File: config.mk
export PLATFORM = sky130hd
export DESIGN_NAME = mdm_stat_top
export DESIGN_NICKNAME = d
export VERILOG_FILES = /design/src/rtl/mdm_stat_pkg.sv /design/src/rtl/mdm_sync.sv /design/src/rtl/mdm_edge_det.sv /design/src/rtl/mdm_delta_reg.sv /design/src/rtl/mdm_stat_top.sv
export SDC_FILE = /design/constraint.sdc
export NUM_CORES = 1
export LEC_CHECK = 0
export BUFFER_PORTS_ARGS = -buffer_cell sky130_fd_sc_hd__clkbuf_2
export CORE_AREA = 2 2 39 41
export DETAILED_ROUTE_END_ITERATION = 10
export DIE_AREA = 0 0 41 43
export PLACE_DENSITY = 0.73
export SLEW_MARGIN = 20
export SYNTH_ARGS = -nofsm -noshare
export SYNTH_HDL_FRONTEND = slang
export SYNTH_SLANG_ARGS = --single-unit
File: constraint.sdc
create_clock -name clk_i -period 2.7 [get_ports clk_i]
set_clock_uncertainty 0.05 [all_clocks]
set_input_delay 0.405 -clock clk_i [delete_from_list [all_inputs] [get_ports clk_i]]
set_output_delay 0.405 -clock clk_i [all_outputs]
set_load 0.05 [all_outputs]
File: src/rtl/mdm_stat_pkg.sv
package mdm_stat_pkg;
  localparam int unsigned NUM_LINES = 4;
  localparam int unsigned SYNC_STAGES = 2;
  localparam int unsigned LINE_CTS = 0;
  localparam int unsigned LINE_DSR = 1;
  localparam int unsigned LINE_RI  = 2;
  localparam int unsigned LINE_DCD = 3;
  typedef enum logic {EDGE_ANY = 1'b0, EDGE_RISE = 1'b1} edge_mode_e;
  typedef logic [NUM_LINES-1:0] line_vec_t;
endpackage

File: src/rtl/mdm_sync.sv
module mdm_sync #(
  parameter int unsigned WIDTH  = 4,
  parameter int unsigned STAGES = 2
) (
  input  logic             clk_i,
  input  logic             rst_ni,
  input  logic [WIDTH-1:0] async_i,
  output logic [WIDTH-1:0] sync_o
);
  logic [WIDTH-1:0] stage_q [STAGES];

  always_ff @(posedge clk_i or negedge rst_ni) begin
    if (!rst_ni) begin
      for (int i = 0; i < STAGES; i++) stage_q[i] <= '0;
    end else begin
      stage_q[0] <= async_i;
      for (int i = 1; i < STAGES; i++) stage_q[i] <= stage_q[i-1];
    end
  end

  assign sync_o = stage_q[STAGES-1];
endmodule

File: src/rtl/mdm_edge_det.sv
module mdm_edge_det #(
  parameter mdm_stat_pkg::edge_mode_e MODE = mdm_stat_pkg::EDGE_ANY
) (
  input  logic clk_i,
  input  logic rst_ni,
  input  logic lvl_i,
  output logic hit_o
);
  logic prev_q;

  always_ff @(posedge clk_i or negedge rst_ni) begin
    if (!rst_ni) prev_q <= 1'b0;
    else         prev_q <= lvl_i;
  end

  generate
    if (MODE == mdm_stat_pkg::EDGE_RISE) begin : g_rise
      assign hit_o = lvl_i & ~prev_q;
    end else begin : g_any
      assign hit_o = lvl_i ^ prev_q;
    end
  endgenerate
endmodule

File: src/rtl/mdm_delta_reg.sv
module mdm_delta_reg #(
  parameter int unsigned WIDTH = 4
) (
  input  logic             clk_i,
  input  logic             rst_ni,
  input  logic [WIDTH-1:0] hit_i,
  input  logic             clr_i,
  output logic [WIDTH-1:0] flag_o
);
  logic [WIDTH-1:0] flag_q;

  // new edge wins over a same-cycle clear
  always_ff @(posedge clk_i or negedge rst_ni) begin
    if (!rst_ni) flag_q <= '0;
    else         flag_q <= (clr_i ? '0 : flag_q) | hit_i;
  end

  assign flag_o = flag_q;
endmodule

File: src/rtl/mdm_stat_top.sv
module mdm_stat_top
  import mdm_stat_pkg::*;
(
  input  logic       clk_i,
  input  logic       rst_ni,
  input  logic       cts_i,
  input  logic       dsr_i,
  input  logic       ri_i,
  input  logic       dcd_i,
  input  logic       rd_i,
  input  logic       ien_i,
  output logic [7:0] status_o,
  output logic       irq_o
);
  line_vec_t raw, lvl, hit, flag;

  assign raw = {dcd_i, ri_i, dsr_i, cts_i};

  mdm_sync #(.WIDTH(NUM_LINES), .STAGES(SYNC_STAGES)) u_sync (
    .clk_i(clk_i), .rst_ni(rst_ni), .async_i(raw), .sync_o(lvl)
  );

  for (genvar g = 0; g < NUM_LINES; g++) begin : g_det
    localparam edge_mode_e M = (g == LINE_RI) ? EDGE_RISE : EDGE_ANY;
    mdm_edge_det #(.MODE(M)) u_det (
      .clk_i(clk_i), .rst_ni(rst_ni), .lvl_i(lvl[g]), .hit_o(hit[g])
    );
  end

  mdm_delta_reg #(.WIDTH(NUM_LINES)) u_delta (
    .clk_i(clk_i), .rst_ni(rst_ni), .hit_i(hit), .clr_i(rd_i), .flag_o(flag)
  );

  assign status_o = {lvl, flag};
  assign irq_o    = ien_i & (|flag);
endmodule

Word-level counts from Yosys, hierarchy flattened
Cells that the tools add are included.
{"block": "totals", "reg_bits": 16, "output_inout_bits": 9, "wordCells": 16, "in_bits": 8}
{"block": "op_classes", "bitwise": 7, "n_reduce_logical": 1, "n_mux": 1}
{"op": "$mux W4", "n": 1}
{"op": "$or A4 B4 Y4", "n": 1}
{"op": "$reduce_or A4 Y1", "n": 1}
{"op": "$xor A1 B1 Y1", "n": 3}
{"op": "$and A1 B1 Y1", "n": 2}
{"op": "$not A1 Y1", "n": 1}

Longest topological paths before layout
Gate-level depths: netlist of run 1.
{"block": "depth", "ltp_word": 3, "ltp_mapped": 2, "depth_no_buf": 2}

By module
A second synthesis of run 1 with hierarchy kept.
{"block": "unflattened", "cells_unflattened": 30, "area_unflattened_um2": 515.5}
{"module": "mdm_sync", "area_per_inst_um2": 230.2, "instances": 1, "seq_area_each_um2": 200.2, "cells_each": 12}
{"module": "mdm_delta_reg", "area_per_inst_um2": 133.9, "instances": 1, "seq_area_each_um2": 100.1, "cells_each": 9}
{"module": "mdm_edge_det at g_det[0].u_det ...", "area_per_inst_um2": 33.8, "instances": 3, "seq_area_each_um2": 25.0, "cells_each": 2}
{"module": "mdm_edge_det at g_det[2].u_det", "area_per_inst_um2": 38.8, "instances": 1, "seq_area_each_um2": 25.0, "cells_each": 2}
{"module": "mdm_stat_top", "area_per_inst_um2": 11.3, "instances": 1, "seq_area_each_um2": 0.0, "cells_each": 1}

Worst setup path before layout of run 1
OpenSTA, ideal clock, no wires.
{"block": "synth_timing", "path_type": "register to output", "startpoint": "reg u_delta.flag_q[0], in the netlist u_delta.flag_o[0]", "endpoint": "out irq_o", "arrival_time_ns": 1.244, "path_stages_with_launch": 2, "required_ns": 2.245, "n_path_buf": 0, "path_slack_ns": 1.001, "cell_sequence": "dfrtp_1 -> o41a_1"}
{"block": "synth_between", "elab_chain_len": 2}
{"item": "from (decl)", "line": "mdm_delta_reg.sv:10", "text": "logic [WIDTH-1:0] flag_q;"}
{"item": "from (signal assigned)", "line": "mdm_delta_reg.sv:15", "text": "else flag_q <= (clr_i ? '0 : flag_q) | hit_i;"}
{"item": "$reduce_or A4 Y1", "line": "mdm_stat_top.sv:35", "text": "assign irq_o = ien_i & (|flag);"}
{"item": "$and A1 B1 Y1", "line": "mdm_stat_top.sv:35"}
{"item": "to (decl)", "line": "mdm_stat_top.sv:13", "text": "output logic irq_o"}
Every way passes these cells.

Worst setup path after layout of run 1
Same ends and word-level chain as after synthesis.

==> out/metrics.cfg, run 1 <==
[outcome]
outcome = complete, no violations

[critical_path]
critPathLaunchType = flip-flop
reg2reg_depth = 2
crit_type = reg -> out
crit_path_end_kind = output port
required_ns = 2.25
crit_path_max_fanout = 3
arrival_ns = 1.33

[clock_network]
clk_path_buf_depth = 2
cts_max_level = 1
post-cts-setup-buffer-count = 0
cts_root_buffer = clkbuf_4
clock_sinks = 16
clkLatencyLatePin_ns = 0.27
cts_hold_buffers = 1
cts_resized = 0
cts_buffers = 3
cts_tree = built
clk_pin_slew_ns = 0.08

[final_layout]
diodes = 0
fin_nets = 59
final_area_um2 = 611
fillers = 131
multi_input_area_um2 = 58.8
syn_to_final_growth_pct = 20.2
final_cell_mix = dfrtp_1 (16), clkbuf_2 (16), inv_1 (5)
layout-drive-gt1-share_pct = 38.8
regArea_um2 = 400
utilization_pct = 44.1

[pwr]
irDropWorstVdd_uv = 317
p_leak_nw = 0.311
p_per_area_nw_per_um2 = 732

[synthesis]
syn_avg_cell_area_um2 = 15.4
yosysSeqAreaShare_pct = 78.8
syn_area_um2 = 508
syn_inst = 33
synth_cell_types = 7
ys_seq_elements = 16
synth_nets = 41
ys_warn_count = 0

[detailed_routing]
first_iter_violations = 1
via_count = 283
viasPerCell = 4.35
first_pass_iters = 2
routed_wl_um = 631
drcViolationCount = 0
drtAntennaViolNets = 0
wl_per_cell_um = 9.71

[min_path]
hp-class = in -> reg
hold_path_depth = 1

[floorplanning]
die_h_um = 43
initial_utilization_pct = 36.7
rows = 14
core-area_um2 = 1380
dieArea_um2 = 1760
die_w_um = 41
io_pins = 17

[global_route]
grt_pass1_vias = 271
grt_use_total_pct = 9.05
grt_overflow = 0
grt_max_degree = 17
grt_pass1_wl_mm = 1.03
antenna_found_initial = 0

[timing]
setup_viol = 0
layout_min_cycle_time_ns = 1.78
fmax_ghz = 0.561
setup_ws_ns = 0.918
worst_pin_slew_ns = 0.377
drv_slew = 0
period_share_pct = 66.0
rsz0062_at_grt = no
setup-tns-final_ns = 0
hold_viol = 0
relSlewSlack_pct = 74.9

[run]
cap_violations = 0

[placement]
place_congestion = 0.618
dp_slack_ns = 1.21
io_buffers = 16
placed_area_um2 = 578

cells in the mapped netlist:
library cell	n	share of area (%)
dfrtp_1	16	79
inv_1	5	3.7
buf_4	4	5.9
o21ai_0	3	3.0
xnor2_1	3	5.2
o22ai_1	1	1.2
o41a_1	1	2.2
registers in the layout, summed over array words and instances, names as in the netlist:
| signal | count |
|---|---|
| u_sync.stage_q | 4 |
| g_det.u_det.prev_q | 4 |
| u_delta.flag_o | 4 |
| u_sync.sync_o | 4 |
final cells by class:
cell class / count / share of cell area [%]
tap: 16 / 3.28
timing repair buffer: 17 / 14.8
multi-input combinational: 8 / 9.63
inverter: 5 / 3.07
clock buffer: 3 / 3.69
sequential: 16 / 65.6
where the power goes:
group	total (W)	leakage, nW	switching (W)	internal (W)
clock	0.000114	0.0138	0.0000627	0.0000516
combinational	0.0000687	0.113	0.0000515	0.0000172
sequential	0.000264	0.184	0.00000905	0.000255
total	0.000447	0.311	0.000123	0.000324
cell families after synthesis:
family | after synthesis | share of synthesized area, %
buf+inv | 9 | 9.61
compound gates | 5 | 6.40
flops | 16 | 78.8
xor+xnor | 3 | 5.17
worst paths after layout:
check / from / to / slack (ns)
worst max-delay path: u_delta.flag_o[0] / irq_o / 0.92
worst min-delay path: dsr_i / u_sync.stage_q[5] / 0.18
worst max register to register: u_sync.sync_o[3] / u_delta.flag_o[3] / 1.90
worst min register to register: u_sync.stage_q[6] / u_sync.sync_o[2] / 0.30
max in group asynchronous: rst_ni / u_sync.sync_o[0] / 1.80
min in group asynchronous: rst_ni / g_det[1].u_det.prev_q / 0.53
critical path, cell delays in order (launching register included):
cell and delay [ns]:
dfrtp_1 0.39, o41a_1 0.42, clkbuf_2 0.24
per-layer routing:
| metal | vias up | share of wire (%) | global-route usage [%] | wire length, um |
|---|---|---|---|---|
| met1 | 134 | 39 | 9.76 | 243 |
| met2 | 16 | 51 | 13.1 | 322 |
| li1 | 133 | - | - | - |
| met3 | 0 | 10 | 7.85 | 65 |
| met5 | - | 0 | 0 | 0 |
| met4 | 0 | 0 | 2.00 | 0 |
metrics by stage:
step	hold WS (ns)	std cells	total power (W)
after CTS	0.176	65	0.000456
after detailed placement	0.286	61	0.000338
after global placement	0.282	61	0.000336
final	0.185	65	0.000447
after global routing	0.164	65	0.000470
after floorplan	0.0594	33	0.000319
Power figures use the tool's default switching activity.
==> run 2, diff against run 1 <==
--- a/config.mk
+++ b/config.mk
@@ -5,11 +5,12 @@
 export SDC_FILE = /design/constraint.sdc
 export NUM_CORES = 1
 export LEC_CHECK = 0
+export ABC_AREA = 1
 export BUFFER_PORTS_ARGS = -buffer_cell sky130_fd_sc_hd__clkbuf_2
-export CORE_AREA = 2 2 39 41
+export CORE_AREA = 2 2 40 42
 export DETAILED_ROUTE_END_ITERATION = 10
-export DIE_AREA = 0 0 41 43
-export PLACE_DENSITY = 0.73
+export DIE_AREA = 0 0 42 44
+export PLACE_DENSITY = 0.75
 export SLEW_MARGIN = 20
 export SYNTH_ARGS = -nofsm -noshare
 export SYNTH_HDL_FRONTEND = slang
==> constraint.sdc (replaced) <==
create_clock -name clk_i -period 1.6 [get_ports clk_i]
set_clock_uncertainty 0.05 [all_clocks]
set_input_delay 0.24 -clock clk_i [delete_from_list [all_inputs] [get_ports clk_i]]
set_output_delay 0.24 -clock clk_i [all_outputs]
set_load 0.05 [all_outputs]
==> out/metrics.cfg, run 2 <==
[synthesis]
synth-edff-count = 0
ys_seq_elements = 16
synth_cell_types = 8
synth_common_cells = dfrtp_1 (16), nand2_1 (10), inv_1 (9)
syn_area_um2 = 534
synthFlopType = dfrtp_1
syn_inst = 46
yosysSeqAreaShare_pct = 74.9
synthMostInstantiatedCell = dfrtp_1
yosys-top-cells-area = dfrtp_1 (75%), nand2_1 (7.0%), inv_1 (6.3%), buf_4 (5.6%), nand3_1 (2.8%)
post-synth-top-area-cell = dfrtp_1
synth-async-reset-ratio_pct = 100
yosysTopAreaCellShare_pct = 74.9
syn_avg_cell_area_um2 = 11.6
ys_warn_count = 0
synth_nets = 54

[final_layout]
diodes = 0
layout-drive-gt1-share_pct = 30.3
final_area_um2 = 681
fillers = 134
fin_nets = 76
syn_to_final_growth_pct = 27.4
final_cell_mix = dfrtp_1 (16), clkbuf_2 (16), nand2_1 (10)

[pwr]
p_per_area_nw_per_um2 = 1120
p_leak_nw = 0.372
irDropWorstVdd_uv = 385

[clock_network]
cts_tree = built
clk_pin_slew_ns = 0.08
clock_sinks = 16
clk_path_buf_depth = 2
cts_root_buffer = clkbuf_4
clkLatencyLatePin_ns = 0.27
cts_buffers = 3
cts_max_level = 1
post-cts-setup-buffer-count = 0

[detailed_routing]
drcViolationCount = 0
viasPerCell = 4.06
routed_wl_um = 737
first_pass_iters = 1
drtAntennaViolNets = 0
first_iter_violations = 0
via_count = 333
wl_per_cell_um = 8.99

[timing]
worst_pin_slew_ns = 0.379
rsz0062_at_grt = no
hold_viol = 0
layout_min_cycle_time_ns = 1.40
relSlewSlack_pct = 74.7
setup_viol = 0
setup-tns-final_ns = 0
drv_slew = 0
fmax_ghz = 0.716
holdWs_ns = 0.210
setup_ws_ns = 0.203
period_share_pct = 87.3

[floorplanning]
core-area_um2 = 1420
dieArea_um2 = 1850
io_pins = 17
rows = 14
die_w_um = 42
initial_utilization_pct = 37.7
die_h_um = 44

[run]
cap_violations = 0

[placement]
io_buffers = 16
place_congestion = 0.630
dp_hpwl_um = 523
placed_area_um2 = 608
dp_slack_ns = 0.496

[critical_path]
arrival_ns = 1.11
crit_type = reg -> out
required_ns = 1.31
crit_path_max_fanout = 3
critPathLaunchType = flip-flop
crit_path_end_kind = output port

[global_route]
grt_overflow = 0
grt_use_total_pct = 9.67
grt_pass1_wl_mm = 1.24
grt_max_degree = 17
grt_pass1_vias = 322
antenna_found_initial = 0

[outcome]
outcome = complete, no violations

[min_path]
hp-class = in -> reg

[run 2: changes by cell type after synthesis]
cell | before | now
o21ai_0 | 3 | 1
o41a_1 | 1 | 0
a21oi_1 | 0 | 1
o22ai_1 | 1 | 0
inv_1 | 5 | 9
xnor2_1 | 3 | 0
nor2_1 | 0 | 2
nand2_1 | 0 | 10
nand3_1 | 0 | 3
[run 2: layer usage]
metal  vias up  part of all wire [%]  GRT usage [%]
met4         0                     0           9.68
li1        172                     -              -
met5         -                     0              0
met1       146                    45           11.4
met3         0                   8.5           3.75
met2        15                    46           13.1
[run 2: critical path: stages, from the launching register on]
cell	delay, ns
dfrtp_1	0.37
nor2_1	0.06
a21oi_2	0.12
clkbuf_2	0.28
[run 2: timing repair]
item                      4_1_cts  5_1_grt
hold buffers                    4        1
gates resized for setup         0        0
hold endpoints to repair       19        1
[run 2: path summary, 6_finish.rpt]
path                                   start               endpoint  slack, ns  cells after the start
max                        u_delta.flag_o[0]                  irq_o       0.20                      3
min                                     rd_i      u_delta.flag_o[2]       0.21                      4
max reg2reg                 u_sync.sync_o[0]      u_delta.flag_o[0]       0.89                      2
min reg2reg                u_sync.stage_q[7]       u_sync.sync_o[3]       0.30                      0
max in group asynchronous             rst_ni  g_det[0].u_det.prev_q       0.88                      2
min in group asynchronous             rst_ni      u_sync.stage_q[7]       0.35                      2
[run 2: kinds of logic (layout without fill, tap and decap cells)]
family / after synthesis / in the layout / synth area share [%]
compound gates: 2 / 2 / 1.87
flops: 16 / 16 / 74.9
simple gates: 15 / 15 / 11.2
buf+inv: 13 / 33 / 11.9
[run 2: where the power goes]
part / total (W) / switching (W) / internal, W
logic: 0.000121 / 0.0000874 / 0.0000335
registers: 0.000444 / 0.0000149 / 0.000429
clock network: 0.000197 / 0.000110 / 0.0000872
[run 2: cell type report]
cell class | count | area, um2 | area share (%)
inverter | 9 | 33.8 | 4.96
sequential | 16 | 400 | 58.8
clock buffer | 3 | 22.5 | 3.31
timing repair buffer | 21 | 130 | 19.1
tap | 16 | 20.0 | 2.94
multi-input combinational | 17 | 73.8 | 10.8
[run 2: through the flow]
| stage | util, % | power, W | instances |
|---|---|---|---|
| after floorplan | - | 0.000536 | 46 |
| after global placement | 42.9 | 0.000562 | 74 |
| after detailed placement | 42.9 | 0.000566 | 74 |
| after CTS | 47.3 | 0.000780 | 81 |
| after global routing | 48.0 | 0.000808 | 82 |
| final | 48.0 | 0.000762 | 82 |
==> run 3, diff against run 2 <==
--- a/config.mk
+++ b/config.mk
@@ -7,10 +7,12 @@
 export LEC_CHECK = 0
 export ABC_AREA = 1
 export BUFFER_PORTS_ARGS = -buffer_cell sky130_fd_sc_hd__clkbuf_2
-export CORE_AREA = 2 2 40 42
+export CELL_PAD_IN_SITES_DETAIL_PLACEMENT = 1
+export CELL_PAD_IN_SITES_GLOBAL_PLACEMENT = 2
+export CORE_AREA = 2 2 58 43
 export DETAILED_ROUTE_END_ITERATION = 10
-export DIE_AREA = 0 0 42 44
-export PLACE_DENSITY = 0.75
+export DIE_AREA = 0 0 60 45
+export PLACE_DENSITY = 0.78
 export SLEW_MARGIN = 20
 export SYNTH_ARGS = -nofsm -noshare
 export SYNTH_HDL_FRONTEND = slang
==> out/metrics.cfg, run 3 (synthesis results as in run 2) <==
[outcome]
outcome = complete, no violations

[global_route]
grtUsageMet1_pct = 9.72
grt_max_degree = 17
met3_usage_pct = 6.02
grt_overflow = 0
grt_pass1_wl_mm = 1.39
grt_use_total_pct = 7.62
use_met2_pct = 9.57
antenna_found_initial = 0
busiest_layer = met1
grt_pass1_vias = 300

[final_layout]
fin_cells = 99
fin_nets = 76
syn_to_final_growth_pct = 33.7
layout-drive-gt1-share_pct = 31.3
diodes = 0
final_cell_mix = dfrtp_1 (16), clkbuf_2 (16), nand2_1 (10)

[critical_path]
cp_cell_sequence = nor2_1, a21oi_2, clkbuf_2
critPathLaunchType = flip-flop
crit_path_end_kind = output port
crit_type = reg -> out
cp_slowest_cell = dfrtp_1
regToRegStartpoint = u_sync.sync_o[1]
crit_path_max_fanout = 3
arrival_ns = 1.12
reg2reg_depth = 2
startpoint = u_delta.flag_o[0]
r2r_end = u_delta.flag_o[1]
required_ns = 1.31
regToRegSetupSlack_ns = 0.87
critPathMaxStageDelay_ns = 0.40

[timing]
hold_viol = 0
rsz0062_at_grt = no
setup_viol = 0
period_share_pct = 87.9
setup-tns-final_ns = 0
drv_slew = 0
layout_min_cycle_time_ns = 1.41
fmax_ghz = 0.711
worst_pin_slew_ns = 0.388
relSlewSlack_pct = 74.2

[floorplanning]
die_w_um = 60
die_h_um = 45
initial_utilization_pct = 25.2
rows = 14
io_pins = 17
core-area_um2 = 2120
dieArea_um2 = 2700

[clock_network]
cts_tree = built
clkLatencyLatePin_ns = 0.27
clk_pin_slew_ns = 0.09
cts_resized = 0
cts_root_buffer = clkbuf_4
post-cts-setup-buffer-count = 0
clock_sinks = 16
cts_max_level = 1
clk_path_buf_depth = 2
cts_buffers = 3

[run]
cap_violations = 0

[detailed_routing]
first_pass_iters = 2
routed_wl_um = 852
via_count = 353
wl_per_cell_um = 8.61
viasPerCell = 3.57
first_iter_violations = 8
drtAntennaViolNets = 0
drcViolationCount = 0

[placement]
dp_cells = 90
io_buffers = 16
place_congestion = 0.700

[min_path]
hold_start = rd_i
min_to = u_delta.flag_o[0]
hold_path_depth = 4
hp-class = in -> reg

[pwr]
irDropWorstVdd_uv = 494
p_per_area_nw_per_um2 = 1150
p_leak_nw = 0.379

run 3: changes by cell type in the layout (fill, tap and decap cells not counted), sizes merged:
cell    before  now
clkbuf      19   20
run 3: how the worst max path moves through the flow:
stage                     slack, ns     to  depth (start not counted)
after CTS                      0.16  irq_o                          3
after detailed placement       0.49  irq_o                          3
after global routing           0.08  irq_o                          3
final                          0.19  irq_o                          3
after global placement         0.50  irq_o                          3
after floorplan                0.06  irq_o                          2
run 3: worst max-delay path: cells and delay by family, from the launching register on:
kind | cells | cell delay [ns]
compound gates | 1 | 0.07
flops | 1 | 0.40
buf+inv | 1 | 0.23
simple gates | 1 | 0.14
run 3: where the power goes:
part           switching, W  internal [W]  total [W]
logic             0.0000889     0.0000335   0.000122
registers         0.0000155      0.000429   0.000445
clock network      0.000116      0.000138   0.000255
run 3: layout make-up:
cell class              count  area [um2]
fillers                   245        1410
flip-flops and latches     16         400
repair buffers             21         130
multi-input cells          17        73.8
well taps                  32        40.0
clock buffers               4        36.3
inverters                   9        33.8
run 3: through the flow:
stage	cell area (um2)	hold slack (ns)	util (%)	total power, W	worst slack, ns
after CTS	684	0.00216	32.3	0.000836	0.161
after global placement	628	0.129	29.6	0.000565	0.499
after floorplan	538	-0.106	-	0.000536	0.0600
final	714	0.220	33.7	0.000822	0.193
after global routing	714	0.230	33.7	0.000872	0.0816
after detailed placement	628	0.129	29.6	0.000569	0.492
run 3: repair_timing:
action	in CTS	in global routing
hold endpoints to repair	17	3
hold buffers	2	3
endpoints found under the setup margin	0	0
run 3: layer usage:
| layer | vias up | part of all wire (%) |
|---|---|---|
| met3 | 0 | 9.6 |
| met5 | - | 0 |
| met1 | 163 | 48 |
| met4 | 0 | 0 |
| met2 | 15 | 42 |
| li1 | 175 | - |
